$ cat config.mk
export PLATFORM = sky130hd
export DESIGN_NAME = touch_period_cmp
export DESIGN_NICKNAME = d
export VERILOG_FILES = /design/src/rtl/touch_period_cmp.sv
export SDC_FILE = /design/constraint.sdc
export NUM_CORES = 1
export LEC_CHECK = 0
export ABC_CLOCK_PERIOD_IN_PS = 1580
export BUFFER_PORTS_ARGS = -buffer_cell sky130_fd_sc_hd__clkbuf_2
export CAP_MARGIN = 25
export CORE_MARGIN = 10
export CORE_UTILIZATION = 46
export CTS_CLUSTER_DIAMETER = 60
export CTS_CLUSTER_SIZE = 28
export DETAILED_ROUTE_END_ITERATION = 12
export PLACE_DENSITY = 0.69
export SETUP_SLACK_MARGIN = 0.1
export SYNTH_ARGS = -nofsm -noshare
export SYNTH_HDL_FRONTEND = slang
export SYNTH_SLANG_ARGS = --single-unit
$ cat constraint.sdc
create_clock -name clk -period 1.58 [get_ports clk]
set_clock_uncertainty 0.2 [all_clocks]
set_input_delay 0.079 -clock clk [delete_from_list [all_inputs] [get_ports clk]]
set_output_delay 0.079 -clock clk [all_outputs]
set_load 0.005 [all_outputs]
$ cat src/rtl/touch_period_cmp.sv
module touch_period_cmp #(
  parameter int CNT_W = 7
) (
  input  logic             clk,
  input  logic             rst_n,
  input  logic             osc_in,
  output logic [CNT_W-1:0] count_o,
  output logic [CNT_W-2:0] slot_a_o,
  output logic [CNT_W-2:0] slot_b_o,
  output logic [CNT_W-2:0] diff_o,
  output logic             touch_o,
  output logic             ovf_o
);
  localparam logic [CNT_W-1:0] CNT_MAX = {CNT_W{1'b1}};
  localparam logic [CNT_W-1:0] CNT_PRE = CNT_MAX - 1'b1;

  logic [2:0] sync_q;
  logic       osc_hi, rise, fall;
  logic       sel_q, fill_a, fill_b;

  assign osc_hi = sync_q[1];
  assign rise   = sync_q[1] & ~sync_q[2];
  assign fall   = ~sync_q[1] & sync_q[2];

  always_ff @(posedge clk or negedge rst_n) begin
    if (!rst_n) sync_q <= '0;
    else        sync_q <= {sync_q[1:0], osc_in};
  end

  always_ff @(posedge clk or negedge rst_n) begin
    if (!rst_n)             count_o <= '0;
    else if (!osc_hi)       count_o <= '0;
    else if (count_o != CNT_MAX) count_o <= count_o + 1'b1;
  end

  always_ff @(posedge clk or negedge rst_n) begin
    if (!rst_n)                          ovf_o <= 1'b0;
    else if (osc_hi && count_o == CNT_PRE) ovf_o <= 1'b1;
  end

  always_ff @(posedge clk or negedge rst_n) begin
    if (!rst_n)    sel_q <= 1'b0;
    else if (rise) sel_q <= ~sel_q;
  end

  always_ff @(posedge clk or negedge rst_n) begin
    if (!rst_n) begin
      slot_a_o <= '0;
      slot_b_o <= '0;
      fill_a   <= 1'b0;
      fill_b   <= 1'b0;
    end else if (fall) begin
      if (sel_q) begin
        slot_a_o <= count_o[CNT_W-1:1];
        fill_a   <= 1'b1;
      end else begin
        slot_b_o <= count_o[CNT_W-1:1];
        fill_b   <= 1'b1;
      end
    end
  end

  assign diff_o  = (fill_a && fill_b && !osc_hi) ? (slot_a_o ^ slot_b_o) : '0;
  assign touch_o = |diff_o;
endmodule


# [Word level (Yosys, flattened, before mapping)]
# Cells that the tools add are included.
[totals] wordCells=28 out_inout_bits=27 input_bits=3 regBits=26
[classes] add_sub_neg=1 eq_ne=3 bitwise=6 n_mux=3 n_reduce_logical=7
[op_table] cell="two-way mux 7 bit" n=2
[op_table] cell="adder 7 x 1 -> 7 bit, second input constant" n=1
[op_table] cell="equality test 7 bit, second input constant" n=1
[op_table] cell="inequality test 7 bit, second input constant" n=1
[op_table] cell="two-way mux 6 bit" n=1
[op_table] cell="OR reduction 6 bit" n=1
[op_table] cell="XOR 6 bit" n=1
[op_table] cell="AND reduction 2 bit" n=2
[op_table] cell="logical AND 1 bit" n=3
[op_table] cell="inverter 1 bit" n=3
[op_table] cell="AND 1 bit" n=2
[op_table] cell="inequality test 2 x 1 -> 1 bit, second input constant" n=1
[op_table] cell="zero test 1 bit" n=1

# [Depth between registers and ports, before layout]
[logic_depth] depth_word=4 mapped_depth=5 depth_no_buf=4

# [Least setup slack after synthesis]
# OpenSTA, ideal clock, no wires.
[synth_path] kind="register -> register" start="register count_o[1]" end="register count_o[5]" path_slack_ns=-0.091 required_time_ns=1.240 n_path_buf=1 arrival_ns=1.331 stages_incl_launch_ff=6 period_less_slack_ns=1.671 path_cell_list="dfrtp_1 ha_1 clkbuf_1 and2_1 o311ai_0 o41ai_1"
[synth_between] elab_chain_len=3 elab_cells_between_ends=5
[synth_rtl] element="start: declaration" line="7" text="output logic [CNT_W-1:0] count_o,"
[synth_rtl] element="start signal: assignment" line="33" text="else if (count_o != CNT_MAX) count_o <= count_o + 1'b1;"
[synth_rtl] element="adder 7 x 1 -> 7 bit" line="33"
[synth_rtl] element="two-way mux 7 bit" line="33"
[synth_rtl] element="two-way mux 7 bit" line="32" text="else if (!osc_hi) count_o <= '0;"
# Parallel ways exist; a longest one is shown, timed or not. The select of a mux whose other input is x is not followed.
# A chain may end at the register's enable or synchronous reset.

# [Final worst setup path]
[layout_path] start="register slot_b_o[1]" end="output port touch_o"
[layout_between] elab_chain_len=3
[layout_rtl] element="start: declaration" line="9" text="output logic [CNT_W-2:0] slot_b_o,"
[layout_rtl] element="start signal: assignment" line="57" text="slot_b_o <= count_o[CNT_W-1:1];"
[layout_rtl] element="XOR 6 bit" line="63" text="assign diff_o = (fill_a && fill_b && !osc_hi) ? (slot_a_o ^ slot_b_o) : '0;"
[layout_rtl] element="two-way mux 6 bit" line="63"
[layout_rtl] element="OR reduction 6 bit" line="64" text="assign touch_o = |diff_o;"
[layout_rtl] element="end: declaration" line="11" text="output logic touch_o,"
# Every way passes these cells.

==> summary.md <==
| Metric | Value |
|---|---|
| Fraction of the mapped netlist area in adder cells | `2.12%` |
| Grt peak-use layer | `met2` |
| Pwr/cell area | `892 mW/mm^2` |
| Final Setup Violations | `3` |
| RSZ-0062 raised after global routing | `true` |
| Drt total wl | `2990 microns` |
| Setup ws final | `-0.343 ns` |
| Leak Pwr | `0.000842 uW` |
| Placed cells | `162` |
| Peak VDD IR | `0.708 mV` |
| Routed length per instance | `16.4 microns` |
| Clk root buf | `clkbuf_4` |
| Synth top area share | `55.0%` |
| Syn Area/Cell | `12.3 sq um` |
| Mapped Nets | `101` |
| Final min period | `1.92 ns` |
| ANT nets after route | `0` |
| Syn Inst Count | `96` |
| Clock Latency Late Sink | `0.31 ns` |
| Synth Register Bits | `26` |
| Syn-to-layout area delta | `45.6%` |
| Setup_tns | `-0.545 ns` |
| Failing checks | `setup timing` |
| CP required | `1.30 ns` |
| Area after DPL | `0.00144 sq mm` |
| CP arrival | `1.64 ns` |
| ANT cells | `0` |
| Distinct cells, synth | `33` |
| Slowest cell on the critical path | `or4_1` |
| Iter 0 DRT Violations | `44` |
| CTS buffer count | `3` |
| Gr ovfl total | `0` |
| EDFF count, synth | `0` |
| Finished Layout Cells | `182` |
| Hold WC Path Type | `input pin to async pin` |
| Mux share of post-synthesis cell area | `12.3%` |
| Share of post-route cells with drive strength above 1 | `62.5%` |
| Crit end category | `primary output` |
| Number of global-route vias before repair | `1010` |
| Initial antenna violation count | `0` |
| Horiz. Die Dim | `70.7 microns` |
| Seq/Total Area, Yosys | `55.0%` |
| Synth area leader | `dfrtp_1` |
| Compound-cell area share of the yosys netlist | `8.47%` |
| Kind of critical path | `flip-flop to primary output` |
| Total track usage | `11.5%` |
| Met3 usage | `4.04%` |
| Simple-Gate Fraction of Synth Area | `13.9%` |
| Rows | `18` |
| Largest net degree at the start of global routing | `27` |
| Max-Cap Viols | `0` |
| Setup WS pre-CTS | `-0.0462 ns` |
| Clock slew seen by the registers of the worst setup and hold paths | `0.14 ns` |
| Synth Cell Area | `0.00118 sq mm` |
| Synth async-reset ratio | `100%` |
| Yosys warns | `0` |
| FILL cells | `185` |
| Final Cell Area | `0.00172 sq mm` |
| Final net count | `158` |
| GR Layer Usage met1 | `13.8%` |
| Synth Area in XOR/XNOR | `5.19%` |
| Status | `finished with violations` |
| Synth area leaders | `dfrtp_1, mux2_2, xnor2_1, a31oi_1, ha_1` |
| # DRC | `0` |
| Worst-Margin Slew | `0.652 ns` |
| Routed vias | `949` |
| Max-slew violation count | `0` |
| CP Max Fanout | `2` |
| Worst setup SP type | `flip-flop` |
| Multi-input logic area | `611 sq um` |
| First-pass GRT wire length | `4920 microns` |
| Largest family of logic cells by synthesized area | `simple AND/OR/NAND/NOR gates` |
| Flip-flop and latch area | `657 sq um` |
| CTS tree | `done` |
| Core area | `0.00245 sq mm` |
| CP Cell Sequence | `xnor2_2 -> a21oi_2 -> or4_1 -> clkbuf_2` |
| Die Area | `0.00500 sq mm` |
| Final Hold Violating Endpoints | `0` |
| Max-Slew Margin vs Limit | `56.5%` |
| Port Buffers | `29` |
| Die height | `70.7 microns` |
| I/O pin count | `30` |
| CTS sink count | `26` |
| Routability congestion estimate | `0.868` |
| Clk buf depth | `2` |
| Post-DP HPWL | `1990 microns` |
| Most used DFF post-synth | `dfrtp_1` |
| Bufs and invs on worst path | `1` |
| Critical Path Max Stage Delay | `0.47 ns` |
| Family with the most delay on the worst path | `simple AND/OR/NAND/NOR gates` |
| Starting density of the core | `48.2%` |
| Highest Clock Rate | `520 MHz` |
| Htree depth | `1` |
| Vias per cell | `5.21` |
| TritonRoute pass-1 iters | `4` |
| Met2 Track Usage GR | `19.3%` |
| Fin crit share | `122%` |
-- report_power, final --
group          internal (uW)  switching (uW)  total, uW
logic                    266             187        453
registers                723            76.9        800
clock network           98.4             184        282
total                   1090             448       1530
-- cell families (layout without fill, tap and decap cells) --
group | after synthesis | after routing
simple gates | 27 | 27
flops | 26 | 26
compound gates | 14 | 14
mux | 13 | 13
xor+xnor | 7 | 7
buf+inv | 7 | 63
fa+ha+maj | 2 | 2
-- metal layers --
| layer | share of wire [%] | routed length, microns |
|---|---|---|
| met1 | 43 | 1270 |
| met2 | 49 | 1480 |
| met3 | 7.6 | 226 |
| met4 | 0.33 | 10 |
| met5 | 0 | 0 |
-- cell usage after synthesis (2+ instances only) --
cell / count
a21oi_1: 2
a31oi_1: 5
clkbuf_1: 2
dfrtp_1: 26
ha_1: 2
inv_1: 2
mux2_2: 12
nand2_1: 4
nand3_1: 3
nor2_1: 6
nor3_1: 2
o21ai_0: 2
or2b_1: 2
xnor2_1: 7
-- per-stage QoR --
| step | hold WS, ns | util (%) | power [uW] |
|---|---|---|---|
| CTS | 0.121 | 66.3 | 1490 |
| detailed placement | -0.0719 | 58.6 | 1120 |
| floorplan | -0.417 | - | 968 |
| global route | 0.165 | 70.1 | 1620 |
| global placement | -0.0805 | 58.6 | 1110 |
| finish | 0.115 | 70.1 | 1530 |
-- placed cells by master (no fill, tap or decap), types with 2 or more instances in the layout --
master         count
nor2_1             4
dfrtp_1           21
dfrtp_2            5
or2b_1             2
a31oi_1            4
nand3_1            2
xnor2_1            3
nor2_2             3
xnor2_2            4
clkbuf_2          25
dlygate4sd3_1      2
buf_6              6
buf_2              4
nor3_1             2
o21ai_0            2
mux2_4             6
clkbuf_4           3
buf_4             20
nand2_1            4
mux2_2             6
-- worst register-to-register path, cell delays in order, from the launching register on --
cell	delay, ns
dfrtp_2	0.43
buf_6	0.13
nor3b_4	0.17
buf_6	0.17
mux2_4	0.31
-- sequential cells by signal (all words and copies together) (netlist names) --
register and count:
slot_a_o 6, ovf_o 1, fill_b 1, fill_a 1, count_o 7, sync_q 3, sel_q 1, slot_b_o 6
-- what timing repair did --
action / 4_1_cts / 5_1_grt
buffers inserted: 7 / 7
hold buffers: 2 / 0
pin swaps: 7 / 2
endpoints found under the hold margin: 27 / 0
setup endpoints to repair: 15 / 18
gates resized for setup: 19 / 15
-- final timing paths --
check / from / endpoint / slack (ns) / depth (start not counted)
setup reg to reg: sync_q[1]$_DFF_PN0_ / slot_b_o[5]$_DFFE_PN0P_ / 0.07 / 4
setup / recovery: slot_b_o[1]$_DFFE_PN0P_ / touch_o / -0.34 / 4
min in group clk: sync_q[0]$_DFF_PN0_ / sync_q[1]$_DFF_PN0_ / 0.17 / 0
hold / removal: rst_n / slot_a_o[5]$_DFFE_PN0P_ / 0.11 / 2
hold reg to reg: sync_q[0]$_DFF_PN0_ / sync_q[1]$_DFF_PN0_ / 0.17 / 0
max in group asynchronous: rst_n / sync_q[1]$_DFF_PN0_ / 0.61 / 2
-- area by class of cell --
type / count / area share (%)
flip-flops and latches: 26 / 38.2
multi-input cells: 63 / 35.5
repair buffers: 57 / 22.2
well taps: 30 / 2.18
clock buffers: 4 / 1.53
inverters: 2 / 0.436
No activity file was read; power rests on OpenSTA's default activity.
